File: src/rtl/icap_pkg.sv
package icap_pkg;

  typedef enum logic [2:0] {
    M_OFF   = 3'b000,
    M_BOTH  = 3'b001,
    M_FALL  = 3'b010,
    M_RISE  = 3'b011,
    M_DIV4  = 3'b100,
    M_DIV16 = 3'b101,
    M_RSV   = 3'b110,
    M_WAKE  = 3'b111
  } icap_mode_e;

  typedef struct packed {
    icap_mode_e  mode;
    logic [1:0]  icnt;
    logic        tsel;
    logic        istop;
  } icap_cfg_t;

  localparam int MODE_LSB  = 0;
  localparam int ICNT_LSB  = 5;
  localparam int TSEL_BIT  = 7;
  localparam int ISTOP_BIT = 13;

  function automatic icap_cfg_t decode_ctrl(input logic [15:0] w);
    icap_cfg_t c;
    c.mode  = icap_mode_e'(w[MODE_LSB +: 3]);
    c.icnt  = w[ICNT_LSB +: 2];
    c.tsel  = w[TSEL_BIT];
    c.istop = w[ISTOP_BIT];
    return c;
  endfunction

  // terminal value of the prescale counter for a divided mode
  function automatic logic [3:0] ps_last(input icap_mode_e m);
    return (m == M_DIV16) ? 4'd15 : 4'd3;
  endfunction

  // true when the capture about to be stored completes the interrupt count
  function automatic logic irq_due(input logic [1:0] cnt, input logic [1:0] icnt);
    return cnt == icnt;
  endfunction

  function automatic logic is_storing(input icap_mode_e m);
    return (m == M_BOTH) || (m == M_FALL) || (m == M_RISE) ||
           (m == M_DIV4) || (m == M_DIV16);
  endfunction

endpackage

File: src/rtl/icap_edge_sync.sv
module icap_edge_sync #(
  parameter int SYNC_STAGES = 2
) (
  input  logic clk,
  input  logic rst_n,
  input  logic pin_i,
  output logic rise_o,
  output logic fall_o
);
  localparam int SH_W = SYNC_STAGES + 1;

  logic [SH_W-1:0] sh_q;

  always_ff @(posedge clk or negedge rst_n) begin
    if (!rst_n) sh_q <= '0;
    else        sh_q <= {sh_q[SH_W-2:0], pin_i};
  end

  logic synced, prev;
  assign synced = sh_q[SYNC_STAGES-1];
  assign prev   = sh_q[SYNC_STAGES];
  assign rise_o = synced & ~prev;
  assign fall_o = ~synced & prev;
endmodule

File: src/rtl/icap_event_gen.sv
module icap_event_gen
  import icap_pkg::*;
(
  input  logic       clk,
  input  logic       rst_n,
  input  icap_mode_e mode_i,
  input  logic       halt_i,
  input  logic       rise_i,
  input  logic       fall_i,
  output logic       evt_o
);
  logic [3:0] ps_q;
  logic       divided, ps_wrap;

  assign divided = (mode_i == M_DIV4) || (mode_i == M_DIV16);
  assign ps_wrap = ps_q >= ps_last(mode_i);

  always_comb begin
    evt_o = 1'b0;
    if (!halt_i) begin
      unique case (mode_i)
        M_BOTH:          evt_o = rise_i | fall_i;
        M_FALL:          evt_o = fall_i;
        M_RISE, M_WAKE:  evt_o = rise_i;
        M_DIV4, M_DIV16: evt_o = rise_i & ps_wrap;
        default:         evt_o = 1'b0;
      endcase
    end
  end

  always_ff @(posedge clk or negedge rst_n) begin
    if (!rst_n)                          ps_q <= '0;
    else if (mode_i == M_OFF)            ps_q <= '0;
    else if (divided && rise_i && !halt_i) ps_q <= ps_wrap ? 4'd0 : ps_q + 4'd1;
  end
endmodule

File: src/rtl/icap_fifo.sv
module icap_fifo #(
  parameter int DEPTH  = 4,
  parameter int DATA_W = 16
) (
  input  logic                          clk,
  input  logic                          rst_n,
  input  logic                          wr_i,
  input  logic [DATA_W-1:0]             din_i,
  input  logic                          rd_i,
  input  logic                          ovf_en_i,
  output logic [DATA_W-1:0]             dout_o,
  output logic [$clog2(DEPTH+1)-1:0]    fill_o,
  output logic                          ovf_o,
  output logic                          accept_o
);
  localparam int FILL_W = $clog2(DEPTH+1);
  localparam logic [FILL_W-1:0] FULL = FILL_W'(DEPTH);

  logic [DATA_W-1:0] mem_q [DEPTH];
  logic [FILL_W-1:0] fill_q, wptr;
  logic              frozen_q, do_rd, full, ovf_evt;

  assign full     = fill_q == FULL;
  assign do_rd    = rd_i && (fill_q != '0);
  assign accept_o = wr_i && !frozen_q && (!full || do_rd);
  assign ovf_evt  = wr_i && ovf_en_i && !frozen_q && full && !do_rd;
  assign wptr     = do_rd ? fill_q - FILL_W'(1) : fill_q;

  for (genvar i = 0; i < DEPTH; i++) begin : g_ent
    always_ff @(posedge clk or negedge rst_n) begin
      if (!rst_n)                                  mem_q[i] <= '0;
      else if (accept_o && wptr == FILL_W'(i))     mem_q[i] <= din_i;
      else if (do_rd && i < DEPTH-1)               mem_q[i] <= mem_q[(i < DEPTH-1) ? i+1 : i];
    end
  end

  always_ff @(posedge clk or negedge rst_n) begin
    if (!rst_n) begin
      fill_q   <= '0;
      frozen_q <= 1'b0;
    end else begin
      fill_q <= fill_q + FILL_W'(accept_o) - FILL_W'(do_rd);
      if (ovf_evt)                                    frozen_q <= 1'b1;
      else if (do_rd && fill_q == FILL_W'(1) && !accept_o) frozen_q <= 1'b0;
    end
  end

  assign dout_o = mem_q[0];
  assign fill_o = fill_q;
  assign ovf_o  = frozen_q;
endmodule

File: src/rtl/icap_channel.sv
module icap_channel
  import icap_pkg::*;
#(
  parameter int DATA_W      = 16,
  parameter int DEPTH       = 4,
  parameter int SYNC_STAGES = 2
) (
  input  logic              clk,
  input  logic              rst_n,
  input  logic              ctrl_we_i,
  input  logic [15:0]       ctrl_wdata_i,
  input  logic              idle_i,
  input  logic              int_en_i,
  input  logic [DATA_W-1:0] tmr_a_i,
  input  logic [DATA_W-1:0] tmr_b_i,
  input  logic              cap_pin_i,
  input  logic              rd_stb_i,
  output logic [DATA_W-1:0] cap_data_o,
  output logic              buf_ne_o,
  output logic              ovf_o,
  output logic              irq_o,
  output logic              wake_o
);
  localparam int FILL_W = $clog2(DEPTH+1);

  icap_cfg_t cfg_q;
  always_ff @(posedge clk or negedge rst_n) begin
    if (!rst_n)         cfg_q <= '{mode: M_OFF, icnt: 2'd0, tsel: 1'b0, istop: 1'b0};
    else if (ctrl_we_i) cfg_q <= decode_ctrl(ctrl_wdata_i);
  end

  // named internal events, also observed by the checker
  logic              pin_rise, pin_fall, halt, cap_evt, fifo_wr, fifo_accept, fire;
  logic              counted;
  logic [2:0]        mode_bits;
  logic [FILL_W-1:0] fill;
  logic [DATA_W-1:0] tb_val;
  logic [1:0]        evt_cnt_q;

  assign mode_bits = cfg_q.mode;
  assign halt      = idle_i && cfg_q.istop && (cfg_q.mode != M_WAKE);
  assign tb_val    = cfg_q.tsel ? tmr_a_i : tmr_b_i;

  icap_edge_sync #(.SYNC_STAGES(SYNC_STAGES)) u_sync (
    .clk(clk), .rst_n(rst_n), .pin_i(cap_pin_i), .rise_o(pin_rise), .fall_o(pin_fall)
  );

  icap_event_gen u_evt (
    .clk(clk), .rst_n(rst_n), .mode_i(cfg_q.mode), .halt_i(halt),
    .rise_i(pin_rise), .fall_i(pin_fall), .evt_o(cap_evt)
  );

  assign fifo_wr = cap_evt && is_storing(cfg_q.mode);
  assign counted = is_storing(cfg_q.mode) && (cfg_q.mode != M_BOTH);

  icap_fifo #(.DEPTH(DEPTH), .DATA_W(DATA_W)) u_fifo (
    .clk(clk), .rst_n(rst_n), .wr_i(fifo_wr), .din_i(tb_val), .rd_i(rd_stb_i),
    .ovf_en_i(cfg_q.mode != M_BOTH), .dout_o(cap_data_o), .fill_o(fill),
    .ovf_o(ovf_o), .accept_o(fifo_accept)
  );

  assign fire = (cap_evt && (cfg_q.mode == M_BOTH || cfg_q.mode == M_WAKE)) ||
                (counted && fifo_accept && irq_due(evt_cnt_q, cfg_q.icnt));

  always_ff @(posedge clk or negedge rst_n) begin
    if (!rst_n) begin
      evt_cnt_q <= '0;
      irq_o     <= 1'b0;
      wake_o    <= 1'b0;
    end else begin
      if (cfg_q.mode == M_OFF)
        evt_cnt_q <= '0;
      else if (counted && fifo_accept)
        evt_cnt_q <= irq_due(evt_cnt_q, cfg_q.icnt) ? 2'd0 : evt_cnt_q + 2'd1;
      irq_o  <= fire;
      wake_o <= cap_evt && (cfg_q.mode == M_WAKE) && int_en_i;
    end
  end

  assign buf_ne_o = fill != '0;
endmodule

File: config.mk
export PLATFORM = sky130hd
export DESIGN_NAME = icap_channel
export DESIGN_NICKNAME = d
export VERILOG_FILES = /design/src/rtl/icap_pkg.sv /design/src/rtl/icap_edge_sync.sv /design/src/rtl/icap_event_gen.sv /design/src/rtl/icap_fifo.sv /design/src/rtl/icap_channel.sv
export SDC_FILE = /design/constraint.sdc
export NUM_CORES = 1
export LEC_CHECK = 0
export ABC_AREA = 1
export BUFFER_PORTS_ARGS = -buffer_cell sky130_fd_sc_hd__buf_2
export CAP_MARGIN = 40
export CELL_PAD_IN_SITES_DETAIL_PLACEMENT = 0
export CELL_PAD_IN_SITES_GLOBAL_PLACEMENT = 1
export CORE_MARGIN = 4
export CORE_UTILIZATION = 39
export CTS_CLUSTER_SIZE = 28
export DETAILED_ROUTE_END_ITERATION = 10
export PLACE_DENSITY = 0.88
export SKIP_LAST_GASP = 1
export SLEW_MARGIN = 15
export SYNTH_ARGS = -nofsm -noshare
export SYNTH_HDL_FRONTEND = slang
export SYNTH_SLANG_ARGS = --single-unit
export TNS_END_PERCENT = 50
File: constraint.sdc
create_clock -name clk -period 2.61 [get_ports clk]
set_input_delay 0.1305 -clock clk [delete_from_list [all_inputs] [get_ports clk]]
set_output_delay 0.1305 -clock clk [all_outputs]
set_load 0.03 [all_outputs]
==> parameters.txt <==
Parameter                              Value

Outcome
  Run status    completed

Floorplanning
  Placeable core area    13200 sq um
  Starting Density    39.7%
  Row Count    42
  Vertical extent of the die    124 um
  Die Area    15400 sq um
  Width of the die    124 um
  Ports placed on the boundary    75

Route
  Wirelength per Cell    12.6 um
  Initial drt markers    306
  Remaining antenna violation count after routing    0
  TritonRoute pass-1 iters    6
  Sum of routed wire length over all layers    11000 um
  DR vias    4118
  Remaining routing DRC violations    0
  Ratio of routed vias to standard cells    4.73

Critical path
  Reg-to-Reg Start    mode_bits[1]$_DFFE_PN0P_
  Critical path class    reg -> reg
  Critical Path Fanout Max    5
  Critical path startpoint category    register
  Slack of the worst reg-to-reg path    90 ps
  Worst endpoint data arrival time    2750 ps
  Required time of the critical path    2830 ps
  Number of cells traversed by the worst register-to-register path    13
  Worst flop-to-flop path endpoint    u_fifo.fill_o[2]$_DFF_PN0_
  Critical Path End Type    register

Hold path
  Hold path start    ctrl_wdata_i[1]
  Cell depth of the worst min-delay path    3
  Hold path endpoint    mode_bits[1]$_DFFE_PN0P_
  Hold crit path type    in -> reg

STA
  Clock skew after layout    4.59 ps
  Relative slew slack    58.1%
  Final Hold Viols    0
  Final setup violation count    0
  Unrepaired setup endpoints after global routing    true
  Maximum clock rate    396 MHz
  Aggregate negative setup slack    0 ps
  Worst-margin pin slew    611 ps
  Number of max-slew violations in the final report    0
  Period utilization    96.7%
  Min Tclk post-route    2520 ps
  Worst hold margin    15.1 ps

GRT
  Via count of the first global-routing pass    3828
  Number of antenna violations at the first check in global routing    0
  Largest net degree at the start of global routing    72
  Final global-route overflow total    0
  Wire length of the first global-routing pass    18800 um
  GRT Overall Usage    15.1%

Synthesis
  Yosys reg bits    86
  Number of enable flip-flop cells after synthesis    0
  Synth cell types    37
  Share of synthesized area occupied by flip-flops and latches    41.1%
  Main area contributors after synthesis    sky130_fd_sc_hd__dfrtp_1 (41%), sky130_fd_sc_hd__nand2_1 (10%), sky130_fd_sc_hd__nand3_1 (9.5%)
  Net count of the mapped netlist    719
  Mapped Area    5240 sq um
  Average instance area after synthesis    8.02 sq um
  Share of async-settable or async-resettable flops after synthesis    100%
  Library cell with the highest instance count after synthesis    sky130_fd_sc_hd__nand2_1
  Dominant register cell in the synthesized netlist    sky130_fd_sc_hd__dfrtp_1
  Cell type contributing the most total cell area after synthesis    sky130_fd_sc_hd__dfrtp_1
  Ys Warns    0
  Cells after Synth    653
  Fraction of post-synthesis cell area in the top cell type by area    41.1%
  Post-synth top cells    sky130_fd_sc_hd__nand2_1 (141), sky130_fd_sc_hd__nand3_1 (99), sky130_fd_sc_hd__dfrtp_1 (86)

Clock network
  Number of sinks driven by the clock tree    86
  Clock-pin slew on the worst setup and hold paths    60 ps
  Number of H-tree levels    3
  Clock insertion delay at the later pin of the skew report    340 ps
  Root Buffer    sky130_fd_sc_hd__clkbuf_16
  Number of buffers created by CTS    9
  Max Buffers Root-to-Sink    2
  TritonCTS clock tree    done

Placement
  Number of placed cells counting well taps    851
  Half-perimeter wire length of the detailed placement result    8130 um
  Count of port buffers added during placement    65
  Final Wtd Congestion    0.832

Cells and area
  Util after Layout    44.9%
  Number of nets in the layout    757
  Layout cell share with drive strength beyond 1    18.3%
  Final instance count without filler cells    871
  Area Growth Syn to Fin    13.1%
  Number of antenna repair diodes    0

Power and ir drop
  Total design power    5.66 mW
  Leakage    2.94 nW
  Peak supply drop    0.352 mV
  PD cells    955 nW/um^2

Flow run
  Reported max-cap violation count    0
==> final cells by class <==
type / instances / area [sq um]
clock buffers: 14 / 264
multi-input cells: 443 / 2490
well taps: 176 / 220
inverters: 70 / 278
clock inverters: 1 / 5.00
flip-flops and latches: 86 / 2150
fillers: 1264 / 7260
repair buffers: 81 / 520
==> where the power goes <==
part / internal, mW / switching, mW / total (mW)
combinational: 0.838 / 1.55 / 2.39
clock: 0.691 / 0.484 / 1.17
sequential: 1.81 / 0.290 / 2.10
total: 3.33 / 2.33 / 5.66
==> worst max-delay path, stage by stage, from the launching register on <==
cell,delay [ps]
sky130_fd_sc_hd__dfrtp_1,390
sky130_fd_sc_hd__inv_2,80
sky130_fd_sc_hd__nand3_1,110
sky130_fd_sc_hd__ha_1,300
sky130_fd_sc_hd__a21oi_1,170
sky130_fd_sc_hd__nand2_1,100
sky130_fd_sc_hd__nand2_1,70
sky130_fd_sc_hd__nand2_1,90
sky130_fd_sc_hd__nand3_2,130
sky130_fd_sc_hd__nor2_8,50
sky130_fd_sc_hd__ha_1,210
sky130_fd_sc_hd__fa_1,410
sky130_fd_sc_hd__xnor2_2,150
sky130_fd_sc_hd__xor2_1,150
==> routing by layer <==
layer	global-route usage [%]	part of all wire, %
met4	4.45	1.2
met3	2.36	5.2
met1	20.9	47
met2	24.5	47
met5	0	0
==> logic make-up (layout without fill, tap and decap cells) <==
group                      count (synthesis)  after routing  synth area share [%]
xor gates and xnor gates                   7              7                  1.17
adders and majority gates                 11             11                  2.77
muxes                                     21             21                  4.13
AOI/OAI and AO/OA                         75             75                  9.77
buffers and inverters                    124            166                  11.7
and+or+nand+nor                          329            329                  29.4
DFF                                       86             86                  41.1
==> worst max-delay path by stage <==
stage                                         from                    endpoint  slack [ps]  cells past startpoint
after floorplan           mode_bits[1]$_DFFE_PN0P_  u_fifo.fill_o[2]$_DFF_PN0_          40                     14
after global placement    mode_bits[1]$_DFFE_PN0P_  u_fifo.fill_o[2]$_DFF_PN0_         170                     13
after detailed placement  mode_bits[1]$_DFFE_PN0P_  u_fifo.fill_o[2]$_DFF_PN0_         110                     13
after CTS                 mode_bits[1]$_DFFE_PN0P_  u_fifo.fill_o[2]$_DFF_PN0_          80                     13
after global routing      mode_bits[1]$_DFFE_PN0P_  u_fifo.fill_o[2]$_DFF_PN0_         -60                     13
final                     mode_bits[1]$_DFFE_PN0P_  u_fifo.fill_o[2]$_DFF_PN0_          90                     13
==> state kept, by name (all words and copies together) (netlist names) <==
signal	cells
mode_bits	3
cfg_q	4
evt_cnt_q	2
irq_o	1
u_fifo.mem_q	48
u_fifo.dout_o	16
u_sync.sh_q	3
u_evt.ps_q	4
u_fifo.ovf_o	1
u_fifo.fill_o	3
wake_o	1
==> cell usage in the layout (no fill, tap or decap), types with 2 or more instances in the layout <==
cell type	n
sky130_fd_sc_hd__nand2_1	141
sky130_fd_sc_hd__nand3_1	99
sky130_fd_sc_hd__dfrtp_1	86
sky130_fd_sc_hd__inv_1	65
sky130_fd_sc_hd__buf_2	64
sky130_fd_sc_hd__nor2_1	58
sky130_fd_sc_hd__o21bai_1	48
sky130_fd_sc_hd__mux2i_1	16
sky130_fd_sc_hd__o21ai_1	16
sky130_fd_sc_hd__nand3_2	11
sky130_fd_sc_hd__ha_1	10
sky130_fd_sc_hd__buf_4	10
sky130_fd_sc_hd__clkbuf_16	9
sky130_fd_sc_hd__nand2_4	7
sky130_fd_sc_hd__o21ai_0	7
sky130_fd_sc_hd__xor2_1	5
sky130_fd_sc_hd__mux2_2	5
sky130_fd_sc_hd__nand2_2	3
sky130_fd_sc_hd__clkbuf_1	3
sky130_fd_sc_hd__dlygate4sd3_1	3
sky130_fd_sc_hd__inv_2	2
sky130_fd_sc_hd__a21oi_1	2
sky130_fd_sc_hd__nand4_1	2
sky130_fd_sc_hd__nor3_1	2
sky130_fd_sc_hd__clkbuf_8	2
sky130_fd_sc_hd__buf_16	2
sky130_fd_sc_hd__buf_12	2
==> metrics by stage <==
| step | setup WS, ps | instance area, sq um |
|---|---|---|
| final | 86.4 | 5930 |
| after global routing | -63.1 | 5930 |
| after CTS | 80.3 | 5900 |
| after detailed placement | 106 | 5600 |
| after global placement | 172 | 5540 |
| after floorplan | 40.9 | 5240 |
==> repair_timing <==
action / in CTS / in global routing
endpoints found under the setup margin: 0 / 17
hold endpoints to repair: 37 / 0
setup buffers: 0 / 2
hold buffers: 3 / 0
gates resized for setup: 0 / 4
No activity file was read; power rests on OpenSTA's default activity.
